File: config.mk
export PLATFORM = sky130hd
export DESIGN_NAME = tick_timer
export DESIGN_NICKNAME = d
export VERILOG_FILES = /design/src/rtl/tick_timer_pkg.sv /design/src/rtl/tick_ref_sync.sv /design/src/rtl/tick_down_counter.sv /design/src/rtl/tick_reg_file.sv /design/src/rtl/tick_timer.sv
export SDC_FILE = /design/constraint.sdc
export NUM_CORES = 1
export LEC_CHECK = 0
export BUFFER_PORTS_ARGS = -buffer_cell sky130_fd_sc_hd__buf_2
export CAP_MARGIN = 20
export CORE_AREA = 2 2 99 101
export CTS_CLUSTER_SIZE = 16
export DETAILED_ROUTE_END_ITERATION = 12
export DIE_AREA = 0 0 101 103
export PLACE_DENSITY = 0.65
export SKIP_LAST_GASP = 1
export SLEW_MARGIN = 0
export SYNTH_ARGS = -nofsm -noshare
export SYNTH_HDL_FRONTEND = slang
export SYNTH_SLANG_ARGS = --single-unit
File: constraint.sdc
create_clock -name clk -period 2.4 [get_ports clk]
set_input_delay 0.48 -clock clk [delete_from_list [all_inputs] [get_ports clk]]
set_output_delay 0.48 -clock clk [all_outputs]
set_load 0.03 [all_outputs]
File: src/rtl/tick_timer_pkg.sv
package tick_timer_pkg;
  typedef enum logic [1:0] {
    SEL_MODE   = 2'd0,
    SEL_RELOAD = 2'd1,
    SEL_COUNT  = 2'd2,
    SEL_CALIB  = 2'd3
  } reg_sel_e;

  localparam int MODE_RUN_BIT   = 0;
  localparam int MODE_IRQ_BIT   = 1;
  localparam int MODE_SRC_BIT   = 2;
  localparam int MODE_FLAG_BIT  = 16;
  localparam int CAL_NOREF_BIT  = 31;
  localparam int CAL_SKEW_BIT   = 30;
endpackage

File: src/rtl/tick_ref_sync.sv
module tick_ref_sync #(
  parameter int SYNC_STAGES = 2
) (
  input  logic clk,
  input  logic rst,
  input  logic ref_i,
  output logic pulse_o
);
  localparam int CHAIN_W = SYNC_STAGES + 1;

  logic [CHAIN_W-1:0] chain_q;

  genvar g;
  generate
    for (g = 0; g < CHAIN_W; g++) begin : g_stage
      if (g == 0) begin : g_first
        always_ff @(posedge clk) begin
          if (rst) chain_q[g] <= 1'b0;
          else     chain_q[g] <= ref_i;
        end
      end else begin : g_next
        always_ff @(posedge clk) begin
          if (rst) chain_q[g] <= 1'b0;
          else     chain_q[g] <= chain_q[g-1];
        end
      end
    end
  endgenerate

  always_ff @(posedge clk) begin
    if (rst) pulse_o <= 1'b0;
    else     pulse_o <= chain_q[SYNC_STAGES-1] & ~chain_q[SYNC_STAGES];
  end

  // a rising edge yields one isolated pulse
  a_r5_single_pulse: assert property (@(posedge clk) disable iff (rst)
    pulse_o |=> !pulse_o);
endmodule

File: src/rtl/tick_down_counter.sv
module tick_down_counter #(
  parameter int CNT_W = 24
) (
  input  logic             clk,
  input  logic             rst,
  input  logic             count_i,
  input  logic             clear_i,
  input  logic             flag_clr_i,
  input  logic             irq_en_i,
  input  logic [CNT_W-1:0] reload_i,
  output logic [CNT_W-1:0] cur_o,
  output logic             flag_o,
  output logic             irq_o
);
  localparam logic [CNT_W-1:0] ONE  = CNT_W'(1);
  localparam logic [CNT_W-1:0] ZERO = '0;

  logic wrap;
  assign wrap = count_i && !clear_i && (cur_o == ONE);

  always_ff @(posedge clk) begin
    if (rst) begin
      cur_o  <= ZERO;
      flag_o <= 1'b0;
      irq_o  <= 1'b0;
    end else begin
      irq_o <= wrap && irq_en_i;
      if (clear_i) begin
        cur_o  <= ZERO;
        flag_o <= 1'b0;
      end else begin
        if (count_i) begin
          if (cur_o == ZERO) cur_o <= reload_i;
          else               cur_o <= cur_o - ONE;
        end
        if (wrap)            flag_o <= 1'b1;
        else if (flag_clr_i) flag_o <= 1'b0;
      end
    end
  end

  a_r3_hold: assert property (@(posedge clk) disable iff (rst)
    (!count_i && !clear_i) |=> $stable(cur_o));
  a_r4_decrement: assert property (@(posedge clk) disable iff (rst)
    (count_i && !clear_i && cur_o != ZERO) |=> (cur_o == $past(cur_o) - ONE));
  a_r4_reload: assert property (@(posedge clk) disable iff (rst)
    (count_i && !clear_i && cur_o == ZERO) |=> (cur_o == $past(reload_i)));
  a_r6_clear: assert property (@(posedge clk) disable iff (rst)
    clear_i |=> (cur_o == ZERO && !flag_o));
  a_r7_irq_flag: assert property (@(posedge clk) disable iff (rst)
    irq_o |-> flag_o);
  a_r8_irq_single: assert property (@(posedge clk) disable iff (rst)
    irq_o |=> !irq_o);
  a_r10_zero_stays: assert property (@(posedge clk) disable iff (rst)
    (cur_o == ZERO && reload_i == ZERO) |=> (cur_o == ZERO && !irq_o));
endmodule

File: src/rtl/tick_reg_file.sv
module tick_reg_file
  import tick_timer_pkg::*;
#(
  parameter int             DATA_W    = 32,
  parameter int             ADDR_W    = 4,
  parameter int             CNT_W     = 24,
  parameter logic           CAL_NOREF = 1'b0,
  parameter logic           CAL_SKEW  = 1'b0,
  parameter logic [CNT_W-1:0] CAL_TENMS = CNT_W'(10000)
) (
  input  logic              clk,
  input  logic              rst,
  input  logic              bus_valid,
  input  logic              bus_write,
  input  logic [ADDR_W-1:0] bus_addr,
  input  logic [DATA_W-1:0] bus_wdata,
  output logic [DATA_W-1:0] bus_rdata,
  input  logic [CNT_W-1:0]  cur_i,
  input  logic              flag_i,
  output logic              run_o,
  output logic              irq_en_o,
  output logic              src_core_o,
  output logic [CNT_W-1:0]  reload_o,
  output logic              cur_clr_o,
  output logic              flag_rd_clr_o
);
  reg_sel_e          sel;
  logic              wr_hit, rd_hit;
  logic [DATA_W-1:0] rd_mux;
  logic [DATA_W-1:0] cal_word;

  assign sel    = reg_sel_e'(bus_addr[3:2]);
  assign wr_hit = bus_valid && bus_write;
  assign rd_hit = bus_valid && !bus_write;

  assign cur_clr_o     = wr_hit && (sel == SEL_COUNT);
  assign flag_rd_clr_o = rd_hit && (sel == SEL_MODE);

  always_comb begin
    cal_word                = '0;
    cal_word[CNT_W-1:0]     = CAL_TENMS;
    cal_word[CAL_NOREF_BIT] = CAL_NOREF;
    cal_word[CAL_SKEW_BIT]  = CAL_SKEW;
  end

  always_comb begin
    rd_mux = '0;
    unique case (sel)
      SEL_MODE: begin
        rd_mux[MODE_RUN_BIT]  = run_o;
        rd_mux[MODE_IRQ_BIT]  = irq_en_o;
        rd_mux[MODE_SRC_BIT]  = src_core_o;
        rd_mux[MODE_FLAG_BIT] = flag_i;
      end
      SEL_RELOAD: rd_mux[CNT_W-1:0] = reload_o;
      SEL_COUNT:  rd_mux[CNT_W-1:0] = cur_i;
      SEL_CALIB:  rd_mux = cal_word;
      default:    rd_mux = '0;
    endcase
  end

  always_ff @(posedge clk) begin
    if (rst) begin
      run_o      <= 1'b0;
      irq_en_o   <= 1'b0;
      src_core_o <= 1'b0;
      reload_o   <= '0;
      bus_rdata  <= '0;
    end else begin
      if (wr_hit && sel == SEL_MODE) begin
        run_o      <= bus_wdata[MODE_RUN_BIT];
        irq_en_o   <= bus_wdata[MODE_IRQ_BIT];
        src_core_o <= bus_wdata[MODE_SRC_BIT];
      end
      if (wr_hit && sel == SEL_RELOAD) reload_o <= bus_wdata[CNT_W-1:0];
      if (rd_hit) bus_rdata <= rd_mux;
    end
  end

  a_r2_rdata_hold: assert property (@(posedge clk) disable iff (rst)
    !rd_hit |=> $stable(bus_rdata));
  a_r9_cal_stable: assert property (@(posedge clk) disable iff (rst)
    (rd_hit && sel == SEL_CALIB) |=> (bus_rdata[CNT_W-1:0] == CAL_TENMS));
endmodule

File: src/rtl/tick_timer.sv
module tick_timer
  import tick_timer_pkg::*;
#(
  parameter int               DATA_W      = 32,
  parameter int               ADDR_W      = 4,
  parameter int               CNT_W       = 24,
  parameter int               SYNC_STAGES = 2,
  parameter logic             CAL_NOREF   = 1'b0,
  parameter logic             CAL_SKEW    = 1'b0,
  parameter logic [CNT_W-1:0] CAL_TENMS   = CNT_W'(10000)
) (
  input  logic              clk,
  input  logic              rst,
  input  logic              bus_valid,
  input  logic              bus_write,
  input  logic [ADDR_W-1:0] bus_addr,
  input  logic [DATA_W-1:0] bus_wdata,
  output logic [DATA_W-1:0] bus_rdata,
  input  logic              ref_clk_in,
  output logic              irq_o
);
  logic             run, irq_en, src_core, cur_clr, flag_rd_clr, flag, ref_pulse, count_ev;
  logic [CNT_W-1:0] reload, cur;

  tick_ref_sync #(.SYNC_STAGES(SYNC_STAGES)) u_sync (
    .clk(clk), .rst(rst), .ref_i(ref_clk_in), .pulse_o(ref_pulse)
  );

  assign count_ev = run && (src_core || ref_pulse);

  tick_reg_file #(
    .DATA_W(DATA_W), .ADDR_W(ADDR_W), .CNT_W(CNT_W),
    .CAL_NOREF(CAL_NOREF), .CAL_SKEW(CAL_SKEW), .CAL_TENMS(CAL_TENMS)
  ) u_regs (
    .clk(clk), .rst(rst),
    .bus_valid(bus_valid), .bus_write(bus_write), .bus_addr(bus_addr),
    .bus_wdata(bus_wdata), .bus_rdata(bus_rdata),
    .cur_i(cur), .flag_i(flag),
    .run_o(run), .irq_en_o(irq_en), .src_core_o(src_core), .reload_o(reload),
    .cur_clr_o(cur_clr), .flag_rd_clr_o(flag_rd_clr)
  );

  tick_down_counter #(.CNT_W(CNT_W)) u_cnt (
    .clk(clk), .rst(rst),
    .count_i(count_ev), .clear_i(cur_clr), .flag_clr_i(flag_rd_clr),
    .irq_en_i(irq_en), .reload_i(reload),
    .cur_o(cur), .flag_o(flag), .irq_o(irq_o)
  );
endmodule

==> metrics.yaml <==
routing:
  drtPass1Iterations: 4
  wl_um: 10700
  avgRoutedWirePerCell_um: 16.5
  remaining_drc_errors: 0
  vias: 3733
  drtIter0Drc: 293
  vias_per_cell: 5.74
  antenna_left: 0
worst_setup_path:
  crit_arrival_ns: 2.45
  cp-start-kind: "flop"
  slowest_stage: "dfxtp_1"
  critPathKind: "reg2reg"
  reg2reg_depth: 8
  crit_fanout: 14
  r2r-start: "u_cnt.cur_o[1]"
  worstPathRequired_ns: 2.67
  end_kind: "flop"
  rrSetupSlack_ns: 0.22
  slowest_delay_ns: 0.36
  r2r_end: "u_cnt.cur_o[3]"
  path_cells: "inv_1 -> ha_1 -> nor4b_2 -> nand4b_4 -> nor2_4 -> buf_4 -> o21ai_1 -> a221oi_1"
power:
  ir_worst_vdd_uv: 332
  power.internal_w: 0.00225
  seqPwrFrac_pct: 47.0
  swShare_pct: 22.8
  switchingPower_w: 0.000665
  leakage_nw: 1.82
  powerDensity_nw_per_um2: 621
  p_clk_share_pct: 45.7
  comb_power_share_pct: 7.3
hold_path:
  hold_depth: 2
  hold_class: "in2reg"
  holdPathEnd: "u_sync.chain_q[0]"
  hp-start: "ref_clk_in"
sta:
  timing.fmax_mhz: 459
  rsz0062_at_grt: "no"
  min_period_over_period_pct: 90.8
  maxSlewHeadroom_pct: 60.8
  holdWs_ns: 0.334
  hold_viol: 0
  worstMarginPinSlew_ns: 0.582
  setup_viol: 0
  maxSlewViolCount: 0
  min_period_ns: 2.18
  postLayoutSetupSlackWorst_ns: 0.220
  fin_skew_ns: 0.0119
  tns_ns: 0
placed_design:
  io_buffers: 55
  dp.cells: 635
  hpwl_um: 7580
  gp_congestion: 0.851
  post-place-ws_ns: 0.265
die:
  fp.dieH_um: 103
  die_w_um: 101
  start_util_pct: 43.3
  core-area_um2: 9460
  dieArea_um2: 10400
  rows: 36
  ios: 74
clock_network:
  post_cts_resized: 0
  postCtsSetupRepairBufs: 0
  ctsHtreeMaxLevel: 3
  clkTransAtPathRegs_ns: 0.08
  clk_latency_ns: 0.37
  ctsRootBufferMaster: "clkbuf_8"
  clockBufferDepth: 2
  cts.sinks: 81
  cts_tree: "done"
  numCtsBuffers: 9
  hold_buffers: 0
synthesis:
  synth_warnings: 0
  synth_cells: 489
  synth_top_area_share_pct: 39.6
  syn_area_um2: 4100
  yosysMostFrequentCell: "dfxtp_1"
  synth-seq-area-share_pct: 39.6
  synthFlopType: "dfxtp_1"
  synth_common_cells: "dfxtp_1 (81), nand2_1 (78), a21oi_1 (39)"
  yosysTopAreaCell: "dfxtp_1"
  syn_avg_cell_area_um2: 8.38
  async_flop_share_pct: 0
  synth_area_leaders: "dfxtp_1 (40%), nand2_1 (7.1%), a21oi_1 (4.8%)"
  synth_seq_cells: 81
  synth.distinct_cells: 62
  synth-edff-count: 0
global_routing:
  grt_start_max_net_pins: 34
  antenna_found_initial: 0
  grt_pass1_wl_um: 17400
  track_usage_pct: 21.3
  first_global_vias: 3496
  gr-total-overflow: 0
final_layout:
  syn_to_final_growth_pct: 14.4
  drive_gt1_share_pct: 20.3
  register_area_um2: 1620
  utilization_pct: 49.6
  finalNetCount: 581
  fillCellCount: 927
  fin_cells: 650
  antenna_cells: 0
  multiInputGateArea_um2: 2210
job:
  drv_cap: 0
status:
  status: "completed"
## worst max path at each step
| stage | startpoint | to | slack (ns) | cells past startpoint |
|---|---|---|---|---|
| after floorplan | bus_addr[2] | u_cnt.cur_o[5] | 0.51 | 7 |
| after global routing | u_cnt.cur_o[1] | u_cnt.cur_o[3] | 0.00003 | 8 |
| after CTS | u_cnt.cur_o[1] | u_cnt.cur_o[13] | 0.25 | 8 |
| after detailed placement | u_cnt.cur_o[1] | u_cnt.cur_o[13] | 0.26 | 8 |
| final | u_cnt.cur_o[1] | u_cnt.cur_o[3] | 0.22 | 8 |
| after global placement | u_cnt.cur_o[1] | u_cnt.cur_o[9] | 0.31 | 7 |
## flip-flops by register name, indices dropped and copies added, names as in the netlist
name and count:
u_cnt.cur_o 24, u_regs.bus_rdata 24, u_regs.reload_o 24, u_sync.chain_q 3, u_cnt.flag_o 1, u_cnt.irq_o 1
u_regs.irq_en_o 1, u_regs.run_o 1, u_regs.src_core_o 1, u_sync.pulse_o 1
## layer usage
layer	wire, µm	vias up	track usage [%]
met2	5060	134	35.3
met1	4940	1748	27.9
li1	-	1833	-
met5	0	-	0
met3	496	18	2.64
met4	224	0	9.56
## cells in the final DEF (no fill, tap or decap), types with 4 or more instances in the layout
cell       count
mux2i_1        9
ha_1           8
buf_2         55
nor2b_1        6
nor4_1         4
nor2_1        38
buf_4         17
nand2_1       78
o22ai_1        5
nor3_1         9
o21ai_1        9
nor3b_1        4
bufinv_16      4
nand3_1       12
inv_1         11
a22o_1        15
conb_1         8
a22oi_1       24
dfxtp_1       81
a221o_1        5
a21oi_1       39
a31oi_1        5
o21ai_0       17
clkbuf_8      10
## critical path: cells and delay by family (launching register included)
family	cells	cell delay, ns
and+or+nand+nor	3	0.82
DFF	1	0.36
buffers and inverters	2	0.35
AOI/OAI and AO/OA	2	0.34
adders and majority gates	1	0.21
## cell families after synthesis
logic type / share of synthesized area [%]
AOI/OAI and AO/OA: 24.4
adders and majority gates: 2.44
buffers and inverters: 6.99
DFF: 39.6
muxes: 2.75
other: 0.0915
and+or+nand+nor: 23.7
## per-stage QoR
step	total power (W)	instance area (µm²)
floorplan	0.00154	4120
global placement	0.00161	4420
detailed placement	0.00161	4420
CTS	0.00293	4690
global route	0.00301	4690
finish	0.00291	4690
## cell type report
cell class                      count  area share (%)
Clock buffer                       10            2.94
Clock inverter                      5            2.72
Sequential cell                    81            34.6
Tap cell                          114            3.04
Inverter                           11           0.881
Multi-Input combinational cell    357            47.2
Timing Repair Buffer               72            8.59
## power by group through the flow
stage / Sequential (W) / Clock (W) / Combinational [W]
final: 0.00137 / 0.00133 / 0.000212
after global routing: 0.00137 / 0.00141 / 0.000232
after CTS: 0.00137 / 0.00135 / 0.000211
after detailed placement: 0.00140 / 0 / 0.000210
after global placement: 0.00140 / 0 / 0.000207
after floorplan: 0.00140 / 0 / 0.000142
(Power assumes the default switching activity.)
